**src/rtl/bscd_pkg.sv**
```systemverilog
`timescale 1ns/1ps
package bscd_pkg;

  localparam int STAT_W = 3;

  typedef enum logic [STAT_W-1:0] {
    ST_INTA    = 3'b000,
    ST_IORD    = 3'b001,
    ST_IOWR    = 3'b010,
    ST_HALT    = 3'b011,
    ST_FETCH   = 3'b100,
    ST_MEMRD   = 3'b101,
    ST_MEMWR   = 3'b110,
    ST_PASSIVE = 3'b111
  } bus_stat_e;

  typedef enum logic [1:0] {
    PH_IDLE = 2'd0,
    PH_ADDR = 2'd1,
    PH_CMD  = 2'd2
  } phase_e;

  typedef struct packed {
    logic mem_rd_n;
    logic mem_wr_n;
    logic io_rd_n;
    logic io_wr_n;
    logic inta_n;
    logic ale;
    logic dir_tx;
    logic data_en;
  } ctl_s;

  localparam ctl_s CTL_IDLE = '{mem_rd_n: 1'b1, mem_wr_n: 1'b1, io_rd_n: 1'b1,
                                io_wr_n: 1'b1, inta_n: 1'b1, ale: 1'b0,
                                dir_tx: 1'b0, data_en: 1'b0};

  function automatic logic is_write(bus_stat_e code);
    return (code == ST_IOWR) || (code == ST_MEMWR);
  endfunction

  function automatic ctl_s decode_ctl(phase_e ph, bus_stat_e code);
    ctl_s c;
    c     = CTL_IDLE;
    c.ale = (ph == PH_ADDR);
    if (ph != PH_IDLE) c.dir_tx = is_write(code);
    if (ph == PH_CMD) begin
      case (code)
        ST_INTA:            c.inta_n   = 1'b0;
        ST_IORD:            c.io_rd_n  = 1'b0;
        ST_IOWR:            c.io_wr_n  = 1'b0;
        ST_FETCH, ST_MEMRD: c.mem_rd_n = 1'b0;
        ST_MEMWR:           c.mem_wr_n = 1'b0;
        default:            c.data_en  = 1'b0;
      endcase
      c.data_en = (code != ST_HALT) && (code != ST_PASSIVE);
    end
    return c;
  endfunction

endpackage

```
**src/rtl/bscd_rst_sync.sv**
```systemverilog
`timescale 1ns/1ps
module bscd_rst_sync #(
  parameter int STAGES = 2
) (
  input  logic clk_i,
  input  logic rst_n_i,
  output logic rst_n_o
);
  localparam int LAST = STAGES - 1;

  logic [LAST:0] chain_q;
  logic [LAST:0] chain_d;

  generate
    if (STAGES == 1) begin : g_one
      assign chain_d = 1'b1;
    end else begin : g_many
      assign chain_d = {chain_q[LAST-1:0], 1'b1};
    end
  endgenerate

  always_ff @(posedge clk_i or negedge rst_n_i) begin
    if (!rst_n_i) chain_q <= '0;
    else          chain_q <= chain_d;
  end

  assign rst_n_o = chain_q[LAST];
endmodule

```
**src/rtl/bscd_stat_sync.sv**
```systemverilog
`timescale 1ns/1ps
module bscd_stat_sync #(
  parameter int STAGES = 2,
  parameter int W      = 3
) (
  input  logic         clk_i,
  input  logic         rst_n_i,
  input  logic [W-1:0] stat_i,
  output logic [W-1:0] stat_o
);
  logic [W-1:0] pipe_q [STAGES];

  generate
    for (genvar i = 0; i < STAGES; i++) begin : g_stage
      logic [W-1:0] stage_d;
      if (i == 0) begin : g_head
        assign stage_d = stat_i;
      end else begin : g_tail
        assign stage_d = pipe_q[i-1];
      end
      always_ff @(posedge clk_i or negedge rst_n_i) begin
        if (!rst_n_i) pipe_q[i] <= '1;
        else          pipe_q[i] <= stage_d;
      end
    end
  endgenerate

  assign stat_o = pipe_q[STAGES-1];
endmodule

```
**src/rtl/bscd_phase_fsm.sv**
```systemverilog
`timescale 1ns/1ps
module bscd_phase_fsm
  import bscd_pkg::*;
(
  input  logic      clk_i,
  input  logic      rst_n_i,
  input  bus_stat_e stat_i,
  output phase_e    phase_nxt_o,
  output bus_stat_e code_nxt_o
);
  phase_e    phase_q, phase_nxt;
  bus_stat_e code_q, code_nxt;
  logic      code_ld;

  always_comb begin
    phase_nxt = phase_q;
    code_ld   = 1'b0;
    case (phase_q)
      PH_IDLE: if (stat_i != ST_PASSIVE) begin
        phase_nxt = PH_ADDR;
        code_ld   = 1'b1;
      end
      PH_ADDR: phase_nxt = PH_CMD;
      PH_CMD:  if (stat_i == ST_PASSIVE) phase_nxt = PH_IDLE;
      default: phase_nxt = PH_IDLE;
    endcase
    code_nxt = code_ld ? stat_i : code_q;
  end

  always_ff @(posedge clk_i or negedge rst_n_i) begin
    if (!rst_n_i) phase_q <= PH_IDLE;
    else          phase_q <= phase_nxt;
  end

  always_ff @(posedge clk_i or negedge rst_n_i) begin
    if (!rst_n_i)     code_q <= ST_PASSIVE;
    else if (code_ld) code_q <= code_nxt;
  end

  assign phase_nxt_o = phase_nxt;
  assign code_nxt_o  = code_nxt;

  AST_CMD_ENDS_ON_PASSIVE: assert property (@(posedge clk_i) disable iff (!rst_n_i)
    (phase_q == PH_CMD && stat_i == ST_PASSIVE) |=> (phase_q == PH_IDLE));
  AST_CODE_HELD: assert property (@(posedge clk_i) disable iff (!rst_n_i)
    (phase_q == PH_CMD) |-> $stable(code_q));
  AST_ADDR_ONE_CLK: assert property (@(posedge clk_i) disable iff (!rst_n_i)
    (phase_q == PH_ADDR) |=> (phase_q == PH_CMD));
endmodule

```
**src/rtl/bscd_ctl_reg.sv**
```systemverilog
`timescale 1ns/1ps
module bscd_ctl_reg
  import bscd_pkg::*;
(
  input  logic      clk_i,
  input  logic      rst_n_i,
  input  phase_e    phase_nxt_i,
  input  bus_stat_e code_nxt_i,
  output ctl_s      ctl_o
);
  ctl_s ctl_q, ctl_d;
  logic [4:0] cmd_low;

  always_comb ctl_d = decode_ctl(phase_nxt_i, code_nxt_i);

  always_ff @(posedge clk_i or negedge rst_n_i) begin
    if (!rst_n_i) ctl_q <= CTL_IDLE;
    else          ctl_q <= ctl_d;
  end

  assign ctl_o   = ctl_q;
  assign cmd_low = ~{ctl_q.mem_rd_n, ctl_q.mem_wr_n, ctl_q.io_rd_n,
                     ctl_q.io_wr_n, ctl_q.inta_n};

  AST_ALE_SINGLE: assert property (@(posedge clk_i) disable iff (!rst_n_i)
    ctl_q.ale |=> !ctl_q.ale);
  AST_CMD_EXCLUSIVE: assert property (@(posedge clk_i) disable iff (!rst_n_i)
    $onehot0(cmd_low));
  AST_EN_WITH_CMD: assert property (@(posedge clk_i) disable iff (!rst_n_i)
    ctl_q.data_en == (cmd_low != '0));
  AST_CMD_AFTER_ALE: assert property (@(posedge clk_i) disable iff (!rst_n_i)
    $rose(cmd_low != '0) |-> $past(ctl_q.ale));
  AST_WRITE_TX: assert property (@(posedge clk_i) disable iff (!rst_n_i)
    (!ctl_q.mem_wr_n || !ctl_q.io_wr_n) |-> ctl_q.dir_tx);
endmodule

```
**src/rtl/bus_cmd_decoder.sv**
```systemverilog
`timescale 1ns/1ps
module bus_cmd_decoder
  import bscd_pkg::*;
#(
  parameter int SYNC_STAGES = 2,
  parameter int RST_STAGES  = 2
) (
  input  logic              clk_i,
  input  logic              rst_n_i,
  input  logic [STAT_W-1:0] bus_stat_n_i,
  output logic              mem_rd_n_o,
  output logic              mem_wr_n_o,
  output logic              io_rd_n_o,
  output logic              io_wr_n_o,
  output logic              inta_ack_n_o,
  output logic              ale_o,
  output logic              xcvr_dir_tx_o,
  output logic              xcvr_en_o
);
  logic              rst_core_n;
  logic [STAT_W-1:0] stat_s;
  phase_e            phase_nxt;
  bus_stat_e         code_nxt;
  ctl_s              ctl;

  bscd_rst_sync #(.STAGES(RST_STAGES)) i_rst_sync (
    .clk_i(clk_i), .rst_n_i(rst_n_i), .rst_n_o(rst_core_n));

  bscd_stat_sync #(.STAGES(SYNC_STAGES), .W(STAT_W)) i_stat_sync (
    .clk_i(clk_i), .rst_n_i(rst_core_n), .stat_i(bus_stat_n_i), .stat_o(stat_s));

  bscd_phase_fsm i_fsm (
    .clk_i(clk_i), .rst_n_i(rst_core_n), .stat_i(bus_stat_e'(stat_s)),
    .phase_nxt_o(phase_nxt), .code_nxt_o(code_nxt));

  bscd_ctl_reg i_ctl (
    .clk_i(clk_i), .rst_n_i(rst_core_n), .phase_nxt_i(phase_nxt),
    .code_nxt_i(code_nxt), .ctl_o(ctl));

  assign mem_rd_n_o    = ctl.mem_rd_n;
  assign mem_wr_n_o    = ctl.mem_wr_n;
  assign io_rd_n_o     = ctl.io_rd_n;
  assign io_wr_n_o     = ctl.io_wr_n;
  assign inta_ack_n_o  = ctl.inta_n;
  assign ale_o         = ctl.ale;
  assign xcvr_dir_tx_o = ctl.dir_tx;
  assign xcvr_en_o     = ctl.data_en;
endmodule

```
**config.mk**
```make
export PLATFORM = sky130hd
export DESIGN_NAME = bus_cmd_decoder
export DESIGN_NICKNAME = d
export VERILOG_FILES = /design/src/rtl/bscd_pkg.sv /design/src/rtl/bscd_rst_sync.sv /design/src/rtl/bscd_stat_sync.sv /design/src/rtl/bscd_phase_fsm.sv /design/src/rtl/bscd_ctl_reg.sv /design/src/rtl/bus_cmd_decoder.sv
export SDC_FILE = /design/constraint.sdc
export NUM_CORES = 1
export LEC_CHECK = 0
export BUFFER_PORTS_ARGS = -buffer_cell sky130_fd_sc_hd__buf_2
export CAP_MARGIN = 5
export CELL_PAD_IN_SITES_DETAIL_PLACEMENT = 2
export CELL_PAD_IN_SITES_GLOBAL_PLACEMENT = 2
export CORE_ASPECT_RATIO = 0.8
export CORE_MARGIN = 3
export CORE_UTILIZATION = 25
export CTS_CLUSTER_DIAMETER = 40
export DETAILED_ROUTE_END_ITERATION = 7
export MAX_ROUTING_LAYER = met4
export PLACE_DENSITY = 0.66
export SLEW_MARGIN = 20
export SYNTH_ARGS = -nofsm -noshare
export SYNTH_HDL_FRONTEND = slang
export SYNTH_SLANG_ARGS = --single-unit
export TNS_END_PERCENT = 1
```
**constraint.sdc**
```tcl
create_clock -name clk_i -period 1.2 [get_ports clk_i]
set_input_delay 0.12 -clock clk_i [delete_from_list [all_inputs] [get_ports clk_i]]
set_output_delay 0.12 -clock clk_i [all_outputs]
set_load 0.02 [all_outputs]
```
==> results.md, run 1 <==
* CTS H-tree depth at 1
* Setup CP Type: reg -> reg
* Largest net degree at the start of global routing at 13
* Root Driver: clkbuf_8
* Share of the synthesized area in the top cell type at 0.492
* Reg2reg start: i_stat_sync.stat_o[2]
* Bufs and invs on worst path at 0
* Final worst slack at -0.0224 ns
* Layout cells sized above 1 at 0.720
* Placed instance area at 932 um2
* Post-synth EDFFs at 0
* Die height at 54.9 um
* Achievable Freq at 0.818 GHz
* Skew final at 0.00261 ns
* CTS max path bufs at 2
* Initial DRC Count at 10
* Power Dens Cells at 2640 nW/um2
* Worst Path Arrival at 1.38 ns
* Family with the most delay on the worst path: flip-flops
* Reg2reg setup slack at -0.02 ns
* # fillers at 299
* Crit path capture type: register
* Post-synthesis average cell area at 15.3 um2
* Top-count cell post-synth: dfstp_2
* Hold crit path type: reg -> async
* Violated checks: setup timing
* Worst-path cell chain: and4b_2, nor2_2, a21boi_2
* ANT cells at 0
* Main synth FF type: dfstp_2
* First-pass GRT wire length at 2500 um
* Synth Warn # at 0
* Max Slew Vio Count at 0
* Die Area at 3690 um2
* Via count at 491
* R2r endpoint: i_ctl.ctl_o[0]
* Leading post-synthesis cells by cell area: dfstp_2 49%, dfrtp_1 23%, o22ai_2 3.3%, nand3_1 2.7%, a211oi_1 2.0%
* Synthesized cell area at 748 um2
* Initial Utilization at 0.266
* Pre-CTS WS at -0.117 ns
* Post-DP HPWL at 1130 um
* Clock transition at path regs at 0.07 ns
* Max-cap check violation count at 0
* Final WL at 1540 um
* Cell row count at 17
* Min Tclk post-route at 1.22 ns
* Slowest CP cell: dfstp_2
* Synthesized Nets at 54
* Biggest cell delay along the critical path at 0.61 ns
* Grt ovf at 0
* Max FO, Critical Path at 7
* Antenna violations before repair at 0
* Status: finished, violations left
* Seq/Total Area, Yosys at 0.726
* Total CTS buffers at 3
* Cell area after layout at 1040 um2
* Synth cell types at 23
* Req. time, crit path at 1.35 ns
* Vias in the first global route at 523
* # setup viols final at 2
* Setup TNS at -0.0427 ns
* Final hold viol count at 0
* Critical path depth in cells at 3
* Fin util at 0.371
* Final ANT Viol Nets at 0
* Global placer's final weighted congestion at 0.724
* Synth Instances at 49
* Tcrit/Tclk final at 1.02
* RSZ-0062 raised after global routing: true
* Postcts setup bufs at 0
* Core ar. at 2810 um2
* LEAKAGE at 0.428 nW
* Layout area overhead at 39.3%
* Residual DRC count at 0
* GRT Util Overall at 0.101
* Nets at 81
* Clk sinks at 21
* Vias/cell at 4.35
* Largest area contributor in the netlist: dfstp_2
* DR pass1 iterations at 3
* Num ports at 13
* Worst VDD drop at 816 uV
* Seq cells post-synth at 21
* CTS tree: done
* R2R depth at 3
* Chip Width at 67.2 um
* Post-synth top cells: 14 x dfstp_2, 7 x dfrtp_1, 4 x nand3_1
* CP Launch Type: register
* Asr flop ratio synth at 1.00
* Wirelength per Cell at 13.6 um
* Clock latency at the later pin of the worst-skew pair at 0.26 ns
* Buffers added on ports at 12
==> cell usage in the layout, fill, tap and decap left out <==
cell and count:
conb_1 1, a31oi_1 2, or2_4 1, dfrtp_1 6, a311o_2 1, a21oi_2 1
nor2_2 1, buf_2 12, xnor2_2 1, dlygate4sd3_1 4, dfstp_2 14, clkbuf_8 3
and4b_2 1, nor3_2 1, o22a_2 1, a21oi_1 1, buf_12 1, o22ai_4 2
buf_4 7, a211oi_2 2, inv_2 2, dfrtp_2 1, nand3_1 4, nand3b_1 1
clkinv_2 1, a21boi_2 1, nand4_1 1, mux2i_1 1
==> worst max path at each step <==
stage | from | to | slack, ns
after floorplan | i_fsm.phase_q[0] | i_ctl.ctl_o[0] | -0.03
after global placement | i_fsm.phase_q[0] | i_ctl.ctl_o[0] | -0.1
after detailed placement | i_fsm.phase_q[0] | i_ctl.ctl_o[0] | -0.12
after CTS | i_fsm.phase_q[0] | i_ctl.ctl_o[0] | -0.04
after global routing | i_fsm.phase_q[1] | i_ctl.ctl_o[5] | -0.09
final | i_stat_sync.stat_o[2] | i_ctl.ctl_o[0] | -0.02
==> logic make-up (layout without fill, tap and decap cells) <==
group | after synthesis | after routing | share of synthesized area
other | 1 | 1 | 0.00501
muxes | 1 | 1 | 0.0134
buffers and inverters | 4 | 30 | 0.0318
AOI/OAI and AO/OA | 11 | 11 | 0.132
DFF | 21 | 21 | 0.726
and+or+nand+nor | 10 | 10 | 0.0803
xor gates and xnor gates | 1 | 1 | 0.0117
==> power breakdown <==
group	internal, W	switching (W)	total (W)
Combinational	0.000526	0.000634	0.00116
Clock	0.000231	0.000226	0.000458
Sequential	0.000997	0.000134	0.00113
==> metrics by stage <==
step	hold WS [ns]	instances	power [W]
after detailed placement	-0.0945	105	0.00221
after global placement	-0.0951	105	0.00217
after floorplan	-0.176	49	0.00184
final	0.147	113	0.00275
after global routing	0.162	113	0.00294
after CTS	0.143	113	0.00280
==> cell type report <==
cell class | count | area [um2] | share of cell area
flip-flops and latches | 21 | 544 | 0.522
multi-input cells | 24 | 224 | 0.215
repair buffers | 24 | 173 | 0.166
well taps | 38 | 47.5 | 0.0456
clock buffers | 3 | 41.3 | 0.0396
inverters | 2 | 7.51 | 0.00720
clock inverters | 1 | 5.00 | 0.00480
==> state kept, by name, indices dropped and copies added (netlist names) <==
register	cells
i_fsm.code_q	3
i_ctl.ctl_o	8
i_fsm.phase_q	2
i_stat_sync.g_stage.stage_d	3
i_rst_sync.chain_q	2
i_stat_sync.stat_o	3
==> repair_timing <==
action | CTS | global route
endpoints found under the hold margin | 5 | 0
pin swaps | 1 | 0
resized for setup | 5 | 1
gates cloned | 0 | 0
hold buffers | 4 | 0
endpoints found under the setup margin | 11 | 8
==> per-layer routing <==
| layer | part of all wire | vias to the layer above | global-route usage |
|---|---|---|---|
| met5 | 0 | - | - |
| met4 | 0.012 | 0 | 0.0404 |
| met3 | 0.059 | 3 | 0.0424 |
| met2 | 0.52 | 14 | 0.173 |
| met1 | 0.41 | 249 | 0.106 |
| li1 | - | 225 | - |
Note: power is estimated with default switching activity, not from simulation.
==> run 2, diff against run 1 <==
--- a/config.mk
+++ b/config.mk
@@ -16,6 +16,7 @@
 export DETAILED_ROUTE_END_ITERATION = 7
 export MAX_ROUTING_LAYER = met4
 export PLACE_DENSITY = 0.66
+export RECOVER_POWER = 100
 export SLEW_MARGIN = 20
 export SYNTH_ARGS = -nofsm -noshare
 export SYNTH_HDL_FRONTEND = slang
==> run 2 against run 1 <==
Compared with the run above: the run still ends with setup timing left; global-route usage unchanged; sequential power barely moved; fmax up 0.42%; sequential share of layout area grew 1.4 points; critical path depth is the same; clock skew increased by 0.00075 ns; utilization is 0.94 points lower; clock power is essentially flat; die area unchanged; setup slack gained 0.0051 ns; register-to-register slack barely moved; first-iteration DRC count grew 10%.
==> results.md, run 2 (same netlist as run 1, synthesis figures left out) <==
* Status: finished, violations left
* Violated checks: setup timing
* Max-cap check violation count at 0 (unchanged)
* Tightest Pin Transition at 0.613 ns
* Total CTS buffers at 3 (unchanged)
* Final std cells w/o fill at 113 (unchanged)
* Family with the most delay on the worst path: flip-flops
* Post-DP HPWL at 1130 um (unchanged)
* R2R depth at 3 (unchanged)
* ANT cells at 0 (unchanged)
* Cell area after layout at 1020 um2 (-2.5%)
* Flip-flop count of the largest register after layout at 8 (unchanged)
* Final hold viol count at 0 (unchanged)
* Worst-path cell chain: and4b_2, nor2_2, a21boi_2
* GRT Util Overall at 0.101 (unchanged)
* CTS tree: done
* Commonest non-fill, non-tap cells in the layout: 14 x dfstp_2, 9 x clkbuf_1, 6 x dfrtp_1, 6 x buf_4
* Buffers added on ports at 12 (unchanged)
* LEAKAGE at 0.402 nW (-6.0%)
* Slew HR at 0.591
* Bufs and invs on worst path at 0 (unchanged)
* # setup viols final at 2 (unchanged)
* Wirelength per Cell at 13.8 um (+1.8%)
* CTS max path bufs at 2 (unchanged)
* Initial Utilization at 0.266 (unchanged)
* # fillers at 305 (+2.0%)
* Clock transition at path regs at 0.08 ns (about the same)
* Die height at 54.9 um (unchanged)
* DRT met1 WL at 639 um (+1.6%)
* Clk sinks at 21 (unchanged)
* Layout cells sized above 1 at 0.600 (-0.120)
* Hold crit path type: reg -> async
* Core ar. at 2810 um2 (unchanged)
* Postcts setup bufs at 0 (unchanged)
* Grt ovf at 0 (unchanged)
* Final WL at 1560 um (+1.8%)
* Layout area overhead at 35.8%
* CTS H-tree depth at 1 (unchanged)
* Achievable Freq at 0.821 GHz (+0.42%)
* R2r endpoint: i_ctl.ctl_o[0]
* Reg2reg setup slack at -0.02 ns (about the same)
* DR pass1 iterations at 2 (-1)
* Req. time, crit path at 1.36 ns (about the same)
* Via count at 490 (-0.20%)
* Vias in the first global route at 523 (unchanged)
* Num ports at 13 (unchanged)
* Most common cell after layout, fill and taps aside: dfstp_2
* RSZ-0062 raised after global routing: true
* Max FO, Critical Path at 7 (unchanged)
* Clock latency at the later pin of the worst-skew pair at 0.26 ns (about the same)
* Final worst slack at -0.0173 ns (+0.00509 ns)
* First-pass GRT wire length at 2500 um (unchanged)
* Antenna violations before repair at 0 (unchanged)
* Tcrit/Tclk final at 1.01 (-0.00425)
* Power Dens Cells at 2680 nW/um2 (+1.7%)
* Max Slew Vio Count at 0 (unchanged)
* Biggest cell delay along the critical path at 0.60 ns (about the same)
* Cell count after placement at 105 (unchanged)
* Vias/cell at 4.34 (-0.20%)
* Cell row count at 17 (unchanged)
* Worst Path Arrival at 1.37 ns (about the same)
* Root Driver: clkbuf_8
* Slowest CP cell: dfstp_2
* Reg2reg start: i_stat_sync.stat_o[2]
* Nets at 81 (unchanged)
* Critical path depth in cells at 3 (unchanged)
* Initial DRC Count at 11 (+1)
* Crit. Startpoint: i_stat_sync.stat_o[2]
* Skew final at 0.00337 ns (+0.000755 ns)
* Final ANT Viol Nets at 0 (unchanged)
* Placed instance area at 932 um2 (unchanged)
* Worst VDD drop at 815 uV (about the same)
* Residual DRC count at 0 (unchanged)
* Pre-CTS WS at -0.117 ns (unchanged)
* Setup CP Type: reg -> reg
* Total power at 0.00272 W (-0.89%)
* Met2 Wirelength at 810 um (+1.8%)
* Die Area at 3690 um2 (unchanged)
* CP endpoint: i_ctl.ctl_o[0]
* DR top layer: met4
* Chip Width at 67.2 um (unchanged)
* WL met3 at 96 um (+5.5%)
* Min Tclk post-route at 1.22 ns (-0.00509 ns)
* Largest net degree at the start of global routing at 13 (unchanged)
* Global placer's final weighted congestion at 0.724 (unchanged)
* Setup TNS at -0.0324 ns (+0.0103 ns)
* CP Launch Type: register
* Crit path capture type: register
run 2: cell count changes in the layout (fill, tap and decap cells not counted), sizes merged:
cell and change:
buf -11, clkbuf +11
run 2: stage by stage:
step           utilization  hold slack (ns)
3_5_place_dp         0.332          -0.0945
2_1_floorplan            -           -0.176
4_1_cts              0.371            0.143
5_1_grt              0.362            0.149
3_3_place_gp         0.332          -0.0951
6_report             0.362            0.121
run 2: how the worst min path moves through the flow:
stage                       endpoint  slack, ns  cells after the start
6_report            i_fsm.phase_q[0]       0.12                      0
5_1_grt             i_fsm.phase_q[0]       0.15                      0
4_1_cts        i_rst_sync.chain_q[0]       0.14                      2
3_5_place_dp   i_rst_sync.chain_q[1]      -0.09                      1
3_3_place_gp   i_rst_sync.chain_q[0]       -0.1                      1
2_1_floorplan  i_rst_sync.chain_q[0]      -0.18                      0
run 2: what timing repair did:
item                                   CTS  global route
endpoints found under the hold margin    5             0
pin swaps                                1             0
hold buffers                             4             0
cloned                                   0             0
setup endpoints to repair               11             8
gates resized for setup                  5             1
run 2: worst register-to-register path, cell delays in order (launching register included):
cell and delay [ns]:
dfstp_2 0.60, and4b_2 0.28, nor2_2 0.07, a21boi_2 0.16
run 2: cell type report:
| type | count | area, um2 | area share |
|---|---|---|---|
| clock buffers | 3 | 41.3 | 0.0406 |
| clock inverters | 1 | 5.00 | 0.00493 |
| inverters | 2 | 7.51 | 0.00739 |
| multi-input cells | 24 | 224 | 0.220 |
| flip-flops and latches | 21 | 544 | 0.536 |
| well taps | 38 | 47.5 | 0.0468 |
| repair buffers | 24 | 146 | 0.144 |
run 2: layer usage:
layer,GRT usage,up-vias
met3,0.0424,3
li1,-,224
met2,0.173,14
met5,-,-
met1,0.106,249
met4,0.0404,0
run 2: power by group:
| part | internal [W] | leakage [nW] | switching, W | total, W |
|---|---|---|---|---|
| clock | 0.000231 | 0.0255 | 0.000228 | 0.000460 |
| sequential | 0.000998 | 0.232 | 0.000138 | 0.00114 |
| combinational | 0.000495 | 0.145 | 0.000634 | 0.00113 |
| total | 0.00172 | 0.402 | 0.00100 | 0.00272 |
==> run 3, diff against run 2 <==
--- a/config.mk
+++ b/config.mk
@@ -15,10 +15,11 @@
 export CTS_CLUSTER_DIAMETER = 40
 export DETAILED_ROUTE_END_ITERATION = 7
 export MAX_ROUTING_LAYER = met4
-export PLACE_DENSITY = 0.66
+export PLACE_DENSITY = 0.65
 export RECOVER_POWER = 100
 export SLEW_MARGIN = 20
 export SYNTH_ARGS = -nofsm -noshare
 export SYNTH_HDL_FRONTEND = slang
+export SYNTH_HIERARCHICAL = 1
 export SYNTH_SLANG_ARGS = --single-unit
 export TNS_END_PERCENT = 1
==> run 3 against run 2 <==
Compared with the run above: the flow still finishes with violations (setup timing); sequential power decreased by 8%; combinational power increased by 30%; fmax decreased by 25%; clock power increased by 4.6%; clock-buffer cell count unchanged; sequential cell count unchanged; critical path type unchanged.
==> results.md, run 3 <==
* Synthesized Nets at 54 (unchanged)
* Synth Warn # at 6 (+6)
* Clock transition at path regs at 0.08 ns (about the same)
* Post-synthesis mux area share at 0 (-0.0134)
* Setup TNS at -2.58 ns (-2.55 ns)
* Synth Area in XOR/XNOR at 0 (-0.0117)
* Post-DP HPWL at 1180 um (+4.4%)
* Seq cells post-synth at 21 (unchanged)
* First-pass GRT wire length at 3260 um (+30%)
* Num ports at 13 (unchanged)
* Layout area overhead at 44.3%
* Initial DRC Count at 12 (+1)
* Share of the synthesized area in the top cell type at 0.462 (-0.0294)
* Largest area contributor in the netlist: dfstp_2
* Worst Path Arrival at 1.81 ns (+0.44 ns)
* Most common cell after layout, fill and taps aside: dfstp_2
* Power Dens Cells at 2610 nW/um2 (-2.8%)
* Clk sinks at 21 (unchanged)
* Antenna violations before repair at 0 (unchanged)
* Final worst slack at -0.420 ns (-0.403 ns)
* Via count at 543 (+11%)
* Final WL at 1870 um (+19%)
* Min Tclk post-route at 1.62 ns (+0.403 ns)
* Initial Utilization at 0.275 (+0.00860)
* Status: finished, violations left
* Synth cell types at 24 (+4.3%)
* Asr flop ratio synth at 1.00 (unchanged)
* Main combinational cell family by area after synthesis: compound AO/OA/AOI/OAI gates
* Final ANT Viol Nets at 0 (unchanged)
* # fillers at 311 (+2.0%)
* Seq/Total Area, Yosys at 0.682 (-0.0434)
* Max Slew Vio Count at 0 (unchanged)
* Chip Width at 69.1 um (+2.8%)
* Worst VDD drop at 1070 uV (+31%)
* GRT Util Overall at 0.117 (+0.0151)
* Setup CP Type: reg -> reg
* Post-synth top cells: 14 x dfstp_2, 7 x dfrtp_1, 4 x o32a_2
* Hold crit path type: reg -> async
* Top-count cell post-synth: dfstp_2
* CP Launch Type: register
* Core ar. at 2890 um2 (+3.0%)
* Fin util at 0.397 (+0.0352)
* CTS H-tree depth at 1 (unchanged)
* Layout cells sized above 1 at 0.687 (+0.0867)
* Cell row count at 17 (unchanged)
* Root Driver: clkbuf_8
* Clock latency at the later pin of the worst-skew pair at 0.27 ns (about the same)
* Leading post-synthesis cells by cell area: dfstp_2 46%, dfrtp_1 22%, o32a_2 5.7%, a211oi_2 3.1%, buf_6 2.8%
* Largest net degree at the start of global routing at 18 (+5)
* Post-Synth Simple-Gate Area at 0.134 (+0.0534)
* Synthesized-area fraction occupied by adder cells at 0 (unchanged)
* Tcrit/Tclk final at 1.35 (+0.335)
* Synth Instances at 49 (unchanged)
* RSZ-0062 raised after global routing: true
* Crit path capture type: register
* Die Area at 3900 um2 (+5.7%)
* Post-synth EDFFs at 0 (unchanged)
* Vias/cell at 4.49 (+3.5%)
* ANT cells at 0 (unchanged)
* Skew final at 0.00213 ns (-0.00123 ns)
* Final std cells w/o fill at 121 (+7.1%)
* Buffers added on ports at 12 (unchanged)
* Residual DRC count at 0 (unchanged)
* Total CTS buffers at 3 (unchanged)
* # setup viols final at 9 (+7)
* Die height at 56.5 um (+2.8%)
* Global placer's final weighted congestion at 0.642 (-11%)
* Nets at 89 (+9.9%)
* Cell count after placement at 108 (+2.9%)
* Wirelength per Cell at 15.4 um (+12%)
* Req. time, crit path at 1.39 ns (+0.03 ns)
* Flip-flop count of the largest register after layout at 8 (unchanged)
* Reg2reg setup slack at -0.42 ns (-0.40 ns)
* CTS tree: done
* LEAKAGE at 0.465 nW (+16%)
* Final hold viol count at 0 (unchanged)
* Violated checks: setup timing
* Main synth FF type: dfstp_2
* Synthesized cell area at 796 um2 (+6.4%)
* Grt ovf at 0 (unchanged)
* Post-synthesis average cell area at 16.2 um2 (+6.4%)
* Commonest non-fill, non-tap cells in the layout: 14 x dfstp_2, 10 x buf_4, 6 x dfrtp_1, 6 x clkbuf_1
* DR pass1 iterations at 2 (unchanged)
* Vias in the first global route at 643 (+23%)
* Achievable Freq at 0.617 GHz (-25%)
* Max FO, Critical Path at 4 (-3)
* Synth Area in Compound Gates at 0.151 (+0.0188)
* CTS max path bufs at 2 (unchanged)
* Max-cap check violation count at 0 (unchanged)
-- run 3: cell types whose count changed in the layout (fill, tap and decap cells not counted), moves of 2 or more --
cell,before,now
inv_2,2,0
buf_4,6,10
clkbuf_1,9,6
buf_6,0,4
a31oi_1,2,0
clkbuf_2,1,4
nand3_1,4,0
o32a_1,0,2
o32a_2,0,4
o22ai_4,2,0
-- run 3: what timing repair did --
action / in CTS / in global routing
pin swaps: 6 / 1
resized for setup: 9 / 3
hold buffers: 4 / 0
endpoints found under the hold margin: 5 / 0
endpoints found under the setup margin: 9 / 11
buffers inserted: 5 / 0
-- run 3: kinds of logic (layout without fill, tap and decap cells) --
kind of cell	count (synthesis)	after routing
flops	21	21
buf+inv	2	36
compound gates	11	11
other cells	1	1
simple gates	14	14
-- run 3: final timing paths --
kind / startpoint / endpoint / depth (start not counted)
worst min register to register: i_rst_sync/chain_q[1] / i_ctl/ctl_o[0] / 0
worst max-delay path: i_fsm/phase_q[0] / i_ctl/ctl_o[5] / 4
worst min-delay path: i_rst_sync/chain_q[1] / i_ctl/ctl_o[0] / 0
worst max register to register: i_fsm/phase_q[0] / i_ctl/ctl_o[5] / 4
min in group clk_i: i_stat_sync/g_stage[1].stage_d[1] / i_stat_sync/stat_o[1] / 0
max in group asynchronous: i_rst_sync/chain_q[1] / i_fsm/code_q[2] / 1
-- run 3: per-layer routing --
layer  global-route usage  wire length (um)
met1                0.131               809
met2                0.178               939
met3               0.0447                68
met4               0.0669                49
met5                    -                 0
-- run 3: cell type report --
type                            instances  area, um2  share of cell area
Tap cell                               38       47.5              0.0414
Sequential cell                        21        544               0.474
Timing Repair Buffer                   32        225               0.196
Clock buffer                            3       41.3              0.0359
Clock inverter                          1       7.51             0.00654
Multi-Input combinational cell         26        283               0.246
-- run 3: metrics by stage --
step / setup WS [ns] / hold WS [ns] / total power [W] / instance area (um2)
after global placement: -0.420 / -0.0948 / 0.00217 / 977
after detailed placement: -0.469 / -0.0909 / 0.00221 / 977
after floorplan: -0.297 / -0.176 / 0.00181 / 810
final: -0.420 / 0.0403 / 0.00299 / 1150
after CTS: -0.399 / 0.0480 / 0.00300 / 1150
after global routing: -0.475 / 0.0583 / 0.00321 / 1150
-- run 3: power breakdown --
group / internal, W / switching [W]
Sequential: 0.000954 / 0.0000944
Clock: 0.000235 / 0.000246
Combinational: 0.000761 / 0.000704
Total: 0.00195 / 0.00104
-- run 3: critical path, stage by stage (launching register included) --
cell and delay [ns]:
dfrtp_2 0.43, or2b_2 0.33, o21ai_4 0.23, nand2b_4 0.08, or4b_1 0.47
